### src/rtl/wq_drain_pkg.sv
package wq_drain_pkg;
  typedef enum logic [1:0] {
    MODE_RD    = 2'd0,
    MODE_TO_WR = 2'd1,
    MODE_WR    = 2'd2,
    MODE_TO_RD = 2'd3
  } bus_mode_e;
endpackage

### src/rtl/wq_fifo.sv
module wq_fifo #(
  parameter int DEPTH = 8,
  parameter int W     = 48,
  localparam int PW   = (DEPTH > 1) ? $clog2(DEPTH) : 1,
  localparam int CW   = $clog2(DEPTH + 1)
) (
  input  logic          clk,
  input  logic          rst_n,
  input  logic          push,
  input  logic [W-1:0]  push_word,
  input  logic          pop,
  output logic [W-1:0]  head_word,
  output logic [CW-1:0] fill
);
  logic [W-1:0]  slot [DEPTH];
  logic [PW-1:0] wptr, rptr;

  function automatic logic [PW-1:0] bump(input logic [PW-1:0] p);
    return (p == PW'(DEPTH - 1)) ? '0 : p + PW'(1);
  endfunction

  for (genvar i = 0; i < DEPTH; i++) begin : g_slot
    always_ff @(posedge clk) begin
      if (push && wptr == PW'(i)) slot[i] <= push_word;
    end
  end

  always_ff @(posedge clk) begin
    if (!rst_n) begin
      wptr <= '0;
      rptr <= '0;
      fill <= '0;
    end else begin
      if (push) wptr <= bump(wptr);
      if (pop)  rptr <= bump(rptr);
      case ({push, pop})
        2'b10:   fill <= fill + CW'(1);
        2'b01:   fill <= fill - CW'(1);
        default: fill <= fill;
      endcase
    end
  end

  assign head_word = slot[rptr];
endmodule

### src/rtl/wq_dir_ctrl.sv
module wq_dir_ctrl
  import wq_drain_pkg::*;
#(
  parameter int DEPTH = 8,
  parameter int HIGH  = 6,
  parameter int LOW   = 2,
  parameter int TURN  = 3,
  localparam int CW   = $clog2(DEPTH + 1),
  localparam int TW   = (TURN > 1) ? $clog2(TURN) : 1,
  localparam int TLOAD = (TURN > 0) ? TURN - 1 : 0
) (
  input  logic          clk,
  input  logic          rst_n,
  input  logic [CW-1:0] fill,
  input  logic          rd_pending,
  input  logic          sink_ready,
  input  logic          wr_pop,
  output bus_mode_e     mode
);
  bus_mode_e     mode_n;
  logic [TW-1:0] tcnt, tcnt_n;
  logic          start_drain, end_drain;

  // a stalled read keeps the path until it transfers
  assign start_drain = (fill >= CW'(HIGH)) && !(rd_pending && !sink_ready);
  // leave on the pop that brings occupancy down to the low level
  assign end_drain   = wr_pop && (fill <= CW'(LOW + 1));

  always_comb begin
    mode_n = mode;
    tcnt_n = tcnt;
    unique case (mode)
      MODE_RD: if (start_drain) begin
        mode_n = (TURN == 0) ? MODE_WR : MODE_TO_WR;
        tcnt_n = TW'(TLOAD);
      end
      MODE_TO_WR: begin
        if (tcnt == '0) mode_n = MODE_WR;
        else            tcnt_n = tcnt - TW'(1);
      end
      MODE_WR: if (end_drain) begin
        mode_n = (TURN == 0) ? MODE_RD : MODE_TO_RD;
        tcnt_n = TW'(TLOAD);
      end
      MODE_TO_RD: begin
        if (tcnt == '0) mode_n = MODE_RD;
        else            tcnt_n = tcnt - TW'(1);
      end
      default: mode_n = MODE_RD;
    endcase
  end

  always_ff @(posedge clk) begin
    if (!rst_n) begin
      mode <= MODE_RD;
      tcnt <= '0;
    end else begin
      mode <= mode_n;
      tcnt <= tcnt_n;
    end
  end
endmodule

### src/rtl/wq_drain_arb.sv
module wq_drain_arb
  import wq_drain_pkg::*;
#(
  parameter int AW    = 16,
  parameter int DW    = 32,
  parameter int DEPTH = 8,
  parameter int HIGH  = 6,
  parameter int LOW   = 2,
  parameter int TURN  = 3,
  localparam int CW   = $clog2(DEPTH + 1),
  localparam int EW   = AW + DW
) (
  input  logic          clk,
  input  logic          rst_n,
  input  logic          rd_in_valid,
  output logic          rd_in_ready,
  input  logic [AW-1:0] rd_in_addr,
  input  logic          wr_in_valid,
  output logic          wr_in_ready,
  input  logic [AW-1:0] wr_in_addr,
  input  logic [DW-1:0] wr_in_data,
  output logic          out_valid,
  input  logic          out_ready,
  output logic          out_is_wr,
  output logic [AW-1:0] out_addr,
  output logic [DW-1:0] out_data
);
  bus_mode_e     mode;
  logic [CW-1:0] fill;
  logic [EW-1:0] head;
  logic          push, pop, wr_offer;

  assign wr_in_ready = fill < CW'(DEPTH);
  assign push        = wr_in_valid && wr_in_ready;
  assign wr_offer    = (mode == MODE_WR) && (fill > CW'(LOW));
  assign pop         = wr_offer && out_ready;

  wq_fifo #(.DEPTH(DEPTH), .W(EW)) u_queue (
    .clk       (clk),
    .rst_n     (rst_n),
    .push      (push),
    .push_word ({wr_in_addr, wr_in_data}),
    .pop       (pop),
    .head_word (head),
    .fill      (fill)
  );

  wq_dir_ctrl #(.DEPTH(DEPTH), .HIGH(HIGH), .LOW(LOW), .TURN(TURN)) u_dir (
    .clk        (clk),
    .rst_n      (rst_n),
    .fill       (fill),
    .rd_pending (rd_in_valid),
    .sink_ready (out_ready),
    .wr_pop     (pop),
    .mode       (mode)
  );

  always_comb begin
    rd_in_ready = 1'b0;
    out_valid   = 1'b0;
    out_is_wr   = 1'b0;
    out_addr    = rd_in_addr;
    out_data    = '0;
    if (mode == MODE_RD) begin
      rd_in_ready = out_ready;
      out_valid   = rd_in_valid;
    end else if (mode == MODE_WR) begin
      out_valid = wr_offer;
      out_is_wr = 1'b1;
      out_addr  = head[EW-1:DW];
      out_data  = head[DW-1:0];
    end
  end
endmodule

### config.mk
export PLATFORM = sky130hd
export DESIGN_NAME = wq_drain_arb
export DESIGN_NICKNAME = d
export VERILOG_FILES = /design/src/rtl/wq_drain_pkg.sv /design/src/rtl/wq_fifo.sv /design/src/rtl/wq_dir_ctrl.sv /design/src/rtl/wq_drain_arb.sv
export SDC_FILE = /design/constraint.sdc
export NUM_CORES = 1
export LEC_CHECK = 0
export BUFFER_PORTS_ARGS = -buffer_cell sky130_fd_sc_hd__clkbuf_2
export CAP_MARGIN = 20
export CORE_ASPECT_RATIO = 1.75
export CORE_MARGIN = 5
export CORE_UTILIZATION = 60
export CTS_BUF_LIST = sky130_fd_sc_hd__clkbuf_8
export CTS_CLUSTER_SIZE = 16
export DETAILED_ROUTE_END_ITERATION = 10
export PLACE_DENSITY = 0.8
export SYNTH_ARGS = -nofsm -noshare
export SYNTH_HDL_FRONTEND = slang
export SYNTH_SLANG_ARGS = --single-unit
### constraint.sdc
create_clock -name clk -period 4.6 [get_ports clk]
set_input_delay 0.23 -clock clk [delete_from_list [all_inputs] [get_ports clk]]
set_output_delay 0.23 -clock clk [all_outputs]
set_load 0.01 [all_outputs]
Word-level counts from Yosys, hierarchy flattened
Memories as Yosys holds them, arrays and structs flattened. A register that Yosys moved wholly into a read port is not among the register bits.
Index checks and enable logic that the tools add are counted.
W data, S select, Z words.
- equal/unequal tests: 18
- order comparisons: 4
- muxes and demuxes: 60
- reduce and logical (&&, ||, !) cells: 30
- add/sub/neg operators: 5
- operator list (operator ; count):
    $mux W48 ; 7
    $reduce_or A48 Y1 ; 7
    $mux W32 ; 2
    $mux W3 ; 11
    $mux W16 ; 2
    $mux W1 ; 28
    $eq A3 B3 Y1 const B ; 5
    $logic_and A1 B1 Y1 ; 14
    $mux W2 ; 7
    $ne A2 B1 Y1 const B ; 4
    $pmux W2 S4 ; 1
    $pmux W4 S2 ; 1
    $add A3 B1 Y3 const B ; 2
    $eq A2 B2 Y1 const B ; 3
    $eq A3 B2 Y1 const B ; 2
    $pmux W2 S3 ; 1
    $add A4 B1 Y4 const B ; 1
    $eq A2 B1 Y1 const B ; 2
    $ge A4 B3 Y1 const B ; 1
    $gt A4 B2 Y1 const B ; 1
    $le A4 B2 Y1 const B ; 1
    $logic_not A2 Y1 ; 2
    $lt A4 B4 Y1 const B ; 1
    $reduce_and A4 Y1 ; 1
    other kinds (9) ; 10
- register bits after elaboration: 14
- memories kept: 1
- input port bits: 69
- output and inout port bits: 52
- bits in writable memories: 384
- memories (memory ; depth ; width ; read ports ; clocked after Yosys merged registers in ; wr ports ; RTL line ; source):
    u_queue.slot ; 8 ; 48 ; 1 ; 1 ; 1 ; wq_fifo.sv:15 ; logic [W-1:0] slot [DEPTH];

Logic depth before layout (Yosys ltp)
- depth in word-level cells: 13
- mapped depth: 12
- depth with buffers taken out: 11

By module
Synthesis repeated with hierarchy kept, for this count alone.
- cells, all modules: 723
- area total of the unflattened synthesis: 16130.5 µm²
- modules (own cells, without submodules) (module ; instances ; cells each ; area each (µm²) ; sequential area each (µm²)):
    wq_fifo ; 1 ; 627 ; 15304.7 ; 11791.3
    wq_drain_arb ; 1 ; 61 ; 476.7 ; 0.0
    wq_dir_ctrl ; 1 ; 35 ; 349.1 ; 80.1

Worst setup path after synthesis
Ideal clock, no wire load.
- path kind: register to register
- from: register u_queue.fill[3]
- to: memory u_queue.slot[4][0] (enable)
- period minus slack after synthesis: 2575 ps
- setup time: 411 ps
- path buffers: 2
- slack: 2025 ps
- data required time: 4189 ps
- arrival time: 2164 ps
- cell stages (with the launch flop): 5
- cell sequence: dfxtp_1 -> clkbuf_1 -> nor2b_1 -> clkbuf_1 -> and3_1
- longest elaborated chain between the ends: 13
- elaborated cells on any way between the ends: 47
- classes of those cells: order compare (1); mux (30); reduce/logical (16)
- RTL lines (what ; RTL line ; source):
    start: declaration ; wq_fifo.sv:13 ; output logic [CW-1:0] fill
    start signal: assignment ; wq_fifo.sv:37 ; 2'b10: fill <= fill + CW'(1);
    start signal: assignment ; wq_fifo.sv:38 ; 2'b01: fill <= fill - CW'(1);
    start signal: assignment ; wq_fifo.sv:39 ; default: fill <= fill;
    $lt A4 B4 Y1 * ; wq_drain_arb.sv:33 ; assign wr_in_ready = fill < CW'(DEPTH);
    $logic_and A1 B1 Y1 * ; wq_drain_arb.sv:34 ; assign push = wr_in_valid && wr_in_ready;
    $logic_and A1 B1 Y1 ; wq_fifo.sv:24 ; if (push && wptr == PW'(i)) slot[i] <= push_word;
    $mux W1 ; wq_fifo.sv:24 ;
    $mux W1 (not written as such) ; wq_fifo.sv:24 ;
    $reduce_or A48 Y1 (no line) ; n/a ;
    $mux W3 (no line) or $mux W1 (tied branches) (7 in a row) ; n/a ;
    end: declaration ; wq_fifo.sv:15 ;
Mark *: on every way between the ends. The rest lies on a longest branch, timed or not.

==> summary.txt <==
GRT
  – Total grt overflow: 0
  – GRT Total Usage: 21.30%
  – Vias in the first global route: 8508
  – Initial antenna violation count: 4
  – First-pass GRT wire length: 47870 um
  – Pin count of the biggest net entering global routing: 52

STA
  – Clk_skew: 0.02031 ns
  – Fin crit period: 3.264 ns
  – Final setup margin: 1.336 ns
  – Setup TNS: 0 ns
  – Max-Slew Margin vs Limit: 29.72%
  – Fmax: 306.4 MHz
  – RSZ-0062 raised after global routing: no
  – Worst Tran Pin Value: 1.054 ns
  – Final hold vios: 0
  – Period Utilization, post-route: 70.96%
  – Slew Limit Fails: 0
  – # setup viols final: 0
  – Hold slack: 0.1978 ns

Placement
  – Buffers on Ports: 120
  – DP Cell Count: 1179
  – Gp weighted congestion: 0.7456
  – Pre-CTS setup slack: 1.766 ns
  – Post-detail-place hpwl: 18100 um

Setup path
  – CP peak stage delay: 0.81 ns
  – Critical-path cell with the highest stage delay: dfxtp_4
  – Critical path peak fanout: 35
  – Worst Setup End Kind: output pin
  – CP Buf/Inv Count: 2
  – Delay-heaviest family, CP: multiplexers
  – Crit-path cells: buf_4, mux4_2, mux2i_1, nor2_1, clkbuf_2
  – Critical path launch point type: register
  – Arrival time worst endpoint: 3.03 ns
  – Crit Path Class: register to output pin
  – WP data required: roughly 4.4 ns

Floorplanning
  – Core area: 25960 um2
  – FP Rows: 78
  – Die height: 224.5 um
  – IO Pins: 121
  – Initial Util: about three fifths
  – Full die area: ~30000 um2
  – Die width: 132.6 um

Yosys
  – Syn nets: 850
  – Share of flip-flops with an asynchronous set or reset: 0%
  – Top-area cell type share of the netlist area: 73.09%
  – Synthesized flop and latch total: ~400
  – Distinct cells, synth: 38
  – Area leader, netlist: edfxtp_1
  – EDFF count, synth: 384
  – Yosys warning total: 0
  – Dominant synthesized flop cell: edfxtp_1
  – Sequential share of the synthesized area: 75.25%
  – Synth Cell Area: 15780 um2
  – Synth Instances: 766
  – Ranking of synthesized cells by area: edfxtp_1 (73%), mux4_2 (14%), mux2i_1 (3.4%), dfxtp_1 (2.2%), ha_1 (1.2%)
  – Mean Syn Cell Area: 20.60 um2

Finish
  – Proportion of layout cells with a drive suffix above 1: a little under a third
  – Final #Nets: 1046
  – Post-route insts no fill: 1325
  – Layout overhead on the synthesized area: 15.06%
  – Layout fillers: 1596

Drt
  – Final ANT Viol Nets: 0
  – Vias per std cell: around 5.9
  – DRT iter0 DRCs: 602
  – Vias: 7856
  – Drt pass-1 iters: 8
  – Overall routed net length: 31040 um
  – Avg WL per Cell: 23.42 um
  – Drt drc: 0

CTS
  – Clk buf depth: 3
  – Depth of the CTS H-tree: 2
  – Setup Buffers After CTS: 0
  – Post-CTS sizing: 0
  – Clock Root Buffer: clkbuf_8
  – Clock sinks: 401
  – Worst-skew pair later-pin latency: 0.58 ns
  – Total CTS buffers: 51
  – TritonCTS clock tree: built
  – Clk pin slew, worst setup/hold paths: 0.07 ns
  – # hold bufs at CTS: between 40 and 50

Status
  – Outcome: finished, final reports clean

Hold path
  – HP Class: input port to register

Power
  – Pwr/cell area: 373.2 nW/um2
  – Max rail drop VDD: 0.0002451 V
  – Leak Pwr: between 6 and 7 nW

Run
  – MaxCap Viol Count: 0
-- cells by family after synthesis --
kind of cell    synth area share [%]
flops                          75.25
fa+ha+maj                      1.190
xor+xnor                      0.1111
mux                            17.07
compound gates                 1.792
buf+inv                        1.832
simple gates                   2.760
-- report_power, final --
group          total, W  switching [W]  leakage, nW  internal (W)
sequential      0.00411      0.0000257         3.63       0.00409
combinational  0.000290       0.000166         1.85      0.000123
clock           0.00237        0.00124        0.519       0.00113
-- sequential cells by signal (all words and copies together) (netlist names), named ones only --
| signal | count |
|---|---|
| u_queue.slot | 384 |
| u_queue.fill | 4 |
| u_queue.rptr | 3 |
| u_queue.wptr | 3 |
| u_dir.mode | 2 |
| u_dir.tcnt | 2 |
-- synthesized netlist by cell type, drive strengths merged (3+ instances only) --
| master | number |
|---|---|
| edfxtp | 384 |
| mux4 | 96 |
| mux2i | 53 |
| nor2 | 44 |
| nand2 | 27 |
| buf | 24 |
| o21ai | 21 |
| clkbuf | 19 |
| dfxtp | 17 |
| ha | 15 |
| inv | 12 |
| a21oi | 11 |
| and3 | 7 |
| a211oi | 4 |
| and2 | 3 |
| nand2b | 3 |
| o31ai | 3 |
-- worst reg2reg max path: stages, from the launching register on --
cell     delay [ns]
dfxtp_1        0.34
inv_1          0.11
ha_1           0.29
nand2_1        0.17
nor2_1         0.36
ha_1           0.41
xor2_1         0.19
ha_1           0.21
nor3b_1        0.06
o31a_1         0.12
nor3_1         0.24
mux2i_1        0.20
-- routing by layer --
metal,global-route usage [%],part of all wire (%),vias to the layer above
met5,0,0.087,-
met1,25.51,37,4033
met3,3.917,5.0,48
li1,-,-,3511
met2,38.90,56,260
met4,7.315,2.1,4
-- final cells by class --
type | count | area, um2 | share of cell area, %
sequential | 401 | 11880 | 65.46
antenna | 2 | 5.005 | 0.02757
multi-input combinational | 310 | 3628 | 19.99
timing repair buffer | 186 | 1256 | 6.920
clock buffer | 53 | 729.5 | 4.018
inverter | 12 | 45.04 | 0.2481
tap | 320 | 400.4 | 2.206
clock inverter | 41 | 205.2 | 1.130
-- cells in the final DEF (no fill, tap or decap), drive strengths merged, types with 3 or more instances in the layout --
| master | synthesis | routed |
|---|---|---|
| edfxtp | 384 | 384 |
| clkbuf | 19 | 173 |
| mux4 | 96 | 96 |
| mux2i | 53 | 53 |
| dlygate4sd3 | 0 | 49 |
| nor2 | 44 | 44 |
| clkinv | 0 | 28 |
| nand2 | 27 | 27 |
| inv | 12 | 22 |
| o21ai | 21 | 21 |
| buf | 24 | 17 |
| dfxtp | 17 | 17 |
| ha | 15 | 15 |
| a21oi | 11 | 11 |
| and3 | 7 | 7 |
| a211oi | 4 | 4 |
| o31ai | 3 | 3 |
| and2 | 3 | 3 |
| nand2b | 3 | 3 |
-- final timing paths --
path	start	to	slack, ns	cells past startpoint
worst max register to register	u_dir.mode[0]$_SDFFE_PN0P_	u_queue.fill[2]$_SDFFE_PN0P_	1.84	11
worst min register to register	u_dir.tcnt[0]$_SDFFE_PN0P_	u_dir.tcnt[0]$_SDFFE_PN0P_	0.47	2
worst max-delay path	register	out_data[25]	1.34	5
worst min-delay path	wr_in_valid	u_queue.wptr[1]$_SDFFE_PN0P_	0.20	4
-- metrics by stage --
| stage | cell area (um2) | util, % | total power (W) |
|---|---|---|---|
| CTS | 18130 | 69.83 | 0.006819 |
| floorplan | 15780 | - | 0.004318 |
| global route | 18150 | 69.92 | 0.007022 |
| detailed placement | 16700 | 64.34 | 0.004450 |
| finish | 18150 | 69.92 | 0.006774 |
| global placement | 16700 | 64.34 | 0.004435 |
Note: power is estimated with default switching activity, not from simulation.
